===== config.mk =====
export PLATFORM = sky130hd
export DESIGN_NAME = idle_clkdiv_ctrl
export DESIGN_NICKNAME = d
export VERILOG_FILES = /design/src/rtl/idle_div_pkg.sv /design/src/rtl/idle_div_counter.sv /design/src/rtl/idle_wake_fsm.sv /design/src/rtl/idle_clkdiv_ctrl.sv
export SDC_FILE = /design/constraint.sdc
export NUM_CORES = 1
export LEC_CHECK = 0
export BUFFER_PORTS_ARGS = -buffer_cell sky130_fd_sc_hd__clkbuf_2
export CAP_MARGIN = 20
export CORE_MARGIN = 2
export CORE_UTILIZATION = 49
export CTS_CLUSTER_DIAMETER = 100
export DETAILED_ROUTE_END_ITERATION = 10
export HOLD_SLACK_MARGIN = 0.12
export PLACE_DENSITY = 0.8
export SLEW_MARGIN = 0
export SYNTH_ARGS = -nofsm -noshare
export SYNTH_HDL_FRONTEND = slang
export SYNTH_HIERARCHICAL = 1
export SYNTH_SLANG_ARGS = --single-unit

===== constraint.sdc =====
create_clock -name clk -period 2.8 [get_ports clk]
set_input_delay 0.42 -clock clk [delete_from_list [all_inputs] [get_ports clk]]
set_output_delay 0.42 -clock clk [all_outputs]
set_load 0.02 [all_outputs]

===== src/rtl/idle_div_pkg.sv =====
package idle_div_pkg;
  typedef enum logic [1:0] {
    ST_RUN   = 2'd0,
    ST_PLAIN = 2'd1,
    ST_SLOW  = 2'd2
  } idle_st_e;
endpackage


===== src/rtl/idle_div_counter.sv =====
module idle_div_counter #(
  parameter int BASE_LOG2 = 4,
  parameter int SEL_W     = 2,
  parameter int CNT_W     = BASE_LOG2 + (1 << SEL_W) - 1
) (
  input  logic             clk,
  input  logic             rst_n,
  input  logic             active,
  input  logic [SEL_W-1:0] sel,
  output logic             tick
);
  logic [CNT_W-1:0] cnt;
  logic [CNT_W-1:0] lim;

  always_comb begin
    lim  = (CNT_W'(1) << (BASE_LOG2 + int'(sel))) - CNT_W'(1);
    tick = active && (cnt == lim);
  end

  always_ff @(posedge clk) begin
    if (!rst_n)       cnt <= '0;
    else if (!active) cnt <= '0;
    else if (tick)    cnt <= '0;
    else              cnt <= cnt + CNT_W'(1);
  end


  tick_spaced_chk: assert property (@(posedge clk) disable iff (!rst_n)
    tick |=> !tick);
endmodule


===== src/rtl/idle_wake_fsm.sv =====
module idle_wake_fsm
  import idle_div_pkg::*;
#(
  parameter int NIRQ  = 6,
  parameter int SEL_W = 2
) (
  input  logic             clk,
  input  logic             rst_n,
  input  logic             idle_req,
  input  logic             idle_div_en,
  input  logic [SEL_W-1:0] idle_div_code,
  input  logic [NIRQ-1:0]  irq_pend,
  input  logic [NIRQ-1:0]  irq_mask,
  input  logic             tick,
  output idle_st_e         state,
  output logic [SEL_W-1:0] sel,
  output logic             wake
);
  idle_st_e state_nx;
  logic     unmasked;
  logic     leave;

  always_comb begin
    unmasked = |(irq_pend & irq_mask);
    leave    = 1'b0;
    state_nx = state;
    unique case (state)
      ST_RUN:   if (idle_req) state_nx = idle_div_en ? ST_SLOW : ST_PLAIN;
      ST_PLAIN: leave = unmasked;
      ST_SLOW:  leave = unmasked && tick;
      default:  state_nx = ST_RUN;
    endcase
    if (leave) state_nx = ST_RUN;
  end

  always_ff @(posedge clk) begin
    if (!rst_n) begin
      state <= ST_RUN;
      sel   <= '0;
      wake  <= 1'b0;
    end else begin
      state <= state_nx;
      wake  <= leave;
      if (state == ST_RUN && idle_req) sel <= idle_div_code;
    end
  end


  wake_single_chk: assert property (@(posedge clk) disable iff (!rst_n)
    wake |=> !wake);

  sel_hold_chk: assert property (@(posedge clk) disable iff (!rst_n)
    (state != ST_RUN) |=> $stable(sel) || (state == ST_RUN));

  masked_stay_chk: assert property (@(posedge clk) disable iff (!rst_n)
    (state == ST_PLAIN && !(|(irq_pend & irq_mask))) |=> (state == ST_PLAIN));
endmodule


===== src/rtl/idle_clkdiv_ctrl.sv =====
module idle_clkdiv_ctrl
  import idle_div_pkg::*;
#(
  parameter int NIRQ      = 6,
  parameter int SEL_W     = 2,
  parameter int BASE_LOG2 = 4
) (
  input  logic             clk,
  input  logic             rst_n,
  input  logic             idle_req,
  input  logic             idle_div_en,
  input  logic [SEL_W-1:0] idle_div_code,
  input  logic [NIRQ-1:0]  irq_pend,
  input  logic [NIRQ-1:0]  irq_mask,
  input  logic             dma_req,
  output logic             core_ce,
  output logic             sclk_ce,
  output logic             clkout_ce,
  output logic             timer_ce,
  output logic             in_idle,
  output logic             wake,
  output logic             dma_gnt
);
  localparam int CNT_W = BASE_LOG2 + (1 << SEL_W) - 1;

  idle_st_e         state;
  logic [SEL_W-1:0] sel;
  logic             tick;
  logic             slow;

  assign slow = (state == ST_SLOW);

  idle_div_counter #(.BASE_LOG2(BASE_LOG2), .SEL_W(SEL_W), .CNT_W(CNT_W)) u_cnt (
    .clk(clk), .rst_n(rst_n), .active(slow), .sel(sel), .tick(tick));

  idle_wake_fsm #(.NIRQ(NIRQ), .SEL_W(SEL_W)) u_fsm (
    .clk(clk), .rst_n(rst_n), .idle_req(idle_req), .idle_div_en(idle_div_en),
    .idle_div_code(idle_div_code), .irq_pend(irq_pend), .irq_mask(irq_mask),
    .tick(tick), .state(state), .sel(sel), .wake(wake));

  always_comb begin
    core_ce   = slow ? tick : 1'b1;
    sclk_ce   = core_ce;
    clkout_ce = core_ce;
    timer_ce  = core_ce;
    in_idle   = (state != ST_RUN);
    dma_gnt   = dma_req && core_ce;
  end


  run_full_rate_chk: assert property (@(posedge clk) disable iff (!rst_n)
    !in_idle |-> core_ce);

  wake_after_idle_chk: assert property (@(posedge clk) disable iff (!rst_n)
    wake |-> $past(in_idle) && !in_idle);
endmodule


# After elaboration in Yosys (flattened, before gate mapping)
# Cells that the tools add are included.
[word_totals]
reg_bits = 12
input_bits = 19
output_inout_bits = 7
elab_cells = 32
[classes]
add_sub_neg = 3
n_eq_ne = 4
shifts = 1
n_mux = 5
bitwise = 4
reduce_logical = 11
[op_table]
columns = ["cell", "count"]
rows = [
  ["$shl 1x32->7 const A", 1],
  ["$add 7x1->7 const B", 1],
  ["$eq 7x7->1", 1],
  ["$sub 7x2->7 const B", 1],
  ["$and 6x6->6", 1],
  ["$reduce_or 6->1", 1],
  ["$add 3x2->4 const A", 1],
  ["$logic_and 1x1->1", 4],
  ["$mux 2", 2],
  ["$pmux 2 s2", 1],
  ["$reduce_or 2->1", 2],
  ["$not 1->1", 3],
  ["$reduce_or 3->1", 1],
  ["$eq 2x1->1 const B", 1],
  ["$eq 2x2->1 const B", 1],
  ["$logic_not 2->1", 1],
  ["$ne 2x2->1 const B", 1],
  ["$pmux 1 s2", 1],
  ["$reduce_and 2->1", 1],
  ["$reduce_bool 2->1", 1],
  ["$mux 1", 1],
]

# Longest topological paths before layout
[depth]
ltp_word = 8
depth_mapped = 8
depth_no_buf = 8

# Modules after synthesis
# Netlist, hierarchy kept.
[modules_own_cells]
columns = ["mod", "instances", "cells_per_inst", "area_per_inst_um2", "seq_area_each_um2"]
rows = [
  ["idle_div_counter", 1, 39, 336.6, 140.1],
  ["idle_wake_fsm", 1, 32, 285.3, 100.1],
  ["idle_clkdiv_ctrl", 1, 7, 52.6, 0.0],
]

# Worst setup path before layout
# OpenSTA, ideal clock, no wires.
[synth_timing]
kind = "flip-flop to output port"
startpoint = "reg u_cnt.cnt[0]"
endpoint = "out dma_gnt"
t_arrival_ps = 1822
t_required_ps = 2380
path_slack_ps = 558
path_stages_with_launch = 8
n_path_buf = 0
cell_sequence = "dfxtp_1 > ha_1 > and3_1 > o21ai_1 > a31oi_2 > and2_1 > or3b_1 > and2_1"
[synth_via]
elab_chain_len = 4
[synth_lines]
columns = ["item", "line_no", "source"]
rows = [
  ["start, declared", "idle_div_counter.sv:12", "logic [CNT_W-1:0] cnt;"],
  ["start signal, assigned", "idle_div_counter.sv:24", "else cnt <= cnt + CNT_W'(1);"],
  ["$eq 7x7->1", "idle_div_counter.sv:17", "tick = active && (cnt == lim);"],
  ["$logic_and 1x1->1", "idle_div_counter.sv:17", ""],
  ["via tick", "idle_clkdiv_ctrl.sv:28", "logic tick;"],
  ["$mux 1", "idle_clkdiv_ctrl.sv:42", "core_ce = slow ? tick : 1'b1;"],
  ["via clkout_ce", "idle_clkdiv_ctrl.sv:18", "output logic clkout_ce,"],
  ["$logic_and 1x1->1", "idle_clkdiv_ctrl.sv:47", "dma_gnt = dma_req && core_ce;"],
  ["end, declared", "idle_clkdiv_ctrl.sv:22", "output logic dma_gnt"],
]
# The timed path passes the listed nets, and every way through them passes these cells.

# Worst setup path in the final report
[layout_timing]
startpoint = "reg u_cnt.cnt[0]"
endpoint = "out dma_gnt"
[layout_via]
elab_chain_len = 4
[layout_lines]
columns = ["item", "line_no"]
rows = [
  ["$eq 7x7->1", "idle_div_counter.sv:17"],
  ["$logic_and 1x1->1", "idle_div_counter.sv:17"],
  ["via tick", "idle_clkdiv_ctrl.sv:28"],
  ["$mux 1", "idle_clkdiv_ctrl.sv:42"],
  ["$logic_and 1x1->1", "idle_clkdiv_ctrl.sv:47"],
]
# The timed path passes the listed nets, and every way through them passes these cells.

==> out/results.ini <==
[status]
outcome=finished clean

[sta]
fin_crit_sh=0.918
rsz0062_at_grt=no
finalHoldViolations=0
fin_crit_ns=2.57
drv_slew=0
finalSetupTns_ns=0
worst_slew_pin_slew_ns=0.334
setup_violations=0
relSlewSlack=0.778
fmax_mhz=389
skew_ns=0.00558

[clocking]
cts.repair.resized=0
clkTransAtPathRegs_ns=0.07
cts_setup_buffers=0
clock_path_buffers=2
cts_tree=built
htree_levels=1
cts_sinks=12
cts_hold_buf=0
cts_root_buf=clkbuf_4
cts_buffers=3
clk-insertion-delay-late_ns=0.27

[die]
chipWidth_um=41.1
start_util=0.518
io_pins=26
dieArea_um2=1690
core_region_area_um2=1300
rows=13
fp.dieH_um=41.1

[yosys]
yosys_most_used_dff=dfxtp_1
synthTopCellsByCount=dfxtp_1, nand3_1
netlist_instances=78
synth_cell_types=31
ys_ff_latch=12
synth_top_family_by_area=simple AND/OR/NAND/NOR gates
synth.top_cell.area_share=0.356
synth-edff-count=0
synth_area_leaders=dfxtp_1, ha_1, nand3_1
async_reset_ff_frac=0
synth_compound_area_frac=0.171
ys_warn_count=6
syn_area_per_cell_um2=8.65
yosysMostFrequentCell=dfxtp_1
synthMuxAreaShare=0.0148
synth_xor_area_frac=0.0390
synth-simple-area-share=0.284
synth_fa_ha_area_frac=0.0742
syn_nets=101
syn_area_um2=674
synth_seq_area_share=0.356
yosysTopAreaCell=dfxtp_1

[setup_path]
required_ns=2.38
end_kind=output port
crit_fanout=5
critical_path.startpoint=u_cnt/cnt[0]$_SDFF_PP0_
startpoint_type=register
r2r-start=u_cnt/cnt[0]$_SDFF_PP0_
crit_type=register to output port
cp.arrival_ns=2.15

[route]
drc=0
first_iter_violations=11
wirelength_mm=1.28
vias=627
firstDrtPassIters=3
antenna_left=0
wl_per_cell_um=10.8
vias_per_cell=5.27

[grt]
grt_max_degree=8
grt_pass1_vias=533
antenna_found_initial=0
grt_use_total=0.182
grt_pass1_wl_mm=2.02
overflow=0

[pwr]
power_density_nw_per_um2=473
ir_drop_uv=211
leakagePower_nw=0.360

[finish]
instances_no_fill=119
syn2layout_area_growth_pct=23.4
n_antenna_cell=0
drive_gt1_frac=0.356
fin_nets=128
fin_util=0.639

[placed_design]
io_buffers=25
dpl.cell_count=115
hpwl_mm=1.06
gp_congestion=0.699

[hold_path]
min_path_type=input port to register
min_from=idle_div_code[1]

[job]
maxCapViolCount=0

[final cells by class]
| type | instances | area [µm²] |
|---|---|---|
| Sequential cell | 12 | 240 |
| Inverter | 5 | 18.8 |
| Tap cell | 15 | 18.8 |
| Clock buffer | 4 | 36.3 |
| Fill cell | 114 | 469 |
| Timing Repair Buffer | 25 | 125 |
| Multi-Input combinational cell | 58 | 393 |
[sequential cells by signal (all words and copies together) (netlist names)]
| name | count |
|---|---|
| u_cnt/cnt | 7 |
| u_fsm/sel | 2 |
| u_fsm/state | 2 |
| u_fsm/wake | 1 |
[worst max-delay path: stages, from the launching register on]
cell	delay [ns]
dfxtp_1	0.34
ha_1	0.24
and3_1	0.20
o21ai_1	0.09
a31oi_2	0.08
and2_1	0.20
or3b_1	0.41
and2_1	0.18
clkbuf_2	0.15
[report_power, final]
| group | switching [mW] | internal [mW] | leakage, nW |
|---|---|---|---|
| clock | 0.0531 | 0.0789 | 0.0210 |
| sequential | 0.00764 | 0.176 | 0.0973 |
| combinational | 0.0427 | 0.0345 | 0.242 |
[metrics by stage]
step | hold slack (ns) | total power, mW | cell area, µm² | setup slack (ns)
global placement | 0.443 | 0.264 | 796 | 0.571
CTS | 0.382 | 0.398 | 832 | 0.215
detailed placement | 0.490 | 0.266 | 796 | 0.517
floorplan | 0.433 | 0.241 | 674 | 0.558
finish | 0.386 | 0.393 | 832 | 0.229
global route | 0.392 | 0.416 | 832 | 0.0897
[cell families after synthesis]
kind of cell / count (synthesis)
AND/OR/NAND/NOR: 34
XOR/XNOR: 3
buffers and inverters: 8
adder cells (fa/ha/maj): 4
multiplexers: 1
flip-flops: 12
AO/OA/AOI/OAI: 16
[layout by cell type, fill, tap and decap left out]
| master | instances |
|---|---|
| nand4_1 | 1 |
| and2b_2 | 1 |
| a31oi_2 | 1 |
| and2_1 | 3 |
| and3_2 | 1 |
| nand3_1 | 6 |
| xor2_1 | 1 |
| clkbuf_4 | 3 |
| clkbuf_2 | 25 |
| a22oi_1 | 3 |
| nor2_1 | 5 |
| or3b_1 | 1 |
| a211oi_2 | 1 |
| clkbuf_8 | 1 |
| a311oi_2 | 1 |
| and3_1 | 1 |
| and2b_1 | 1 |
| or3_1 | 1 |
| or2_2 | 1 |
| a211oi_1 | 1 |
| nand2_2 | 1 |
| a21oi_1 | 5 |
| ha_1 | 4 |
| nor3_1 | 5 |
| dfxtp_1 | 12 |
| xnor2_1 | 2 |
| nor3b_1 | 1 |
| nor4_2 | 1 |
| o21ai_1 | 3 |
| inv_1 | 5 |
| o21ai_0 | 1 |
| nand2_1 | 4 |
| mux2i_1 | 1 |
[worst paths after layout]
check,slack (ns),endpoint,cells past startpoint
setup / recovery,0.23,dma_gnt,8
hold / removal,0.39,u_fsm/sel[1]$_SDFFE_PN0P_,3
setup reg to reg,0.83,u_fsm/wake$_SDFF_PN0_,8
hold reg to reg,0.50,u_cnt/cnt[0]$_SDFF_PP0_,1
[metal layers]
metal  wire length [µm]  GRT usage  vias to the layer above
met5                  0          0                        -
met4                  0     0.0968                        0
met3                 62     0.0326                        0
met2                680      0.332                       19
met1                538      0.195                      278
li1                   -          -                      330
Note: power is estimated with default switching activity, not from simulation.
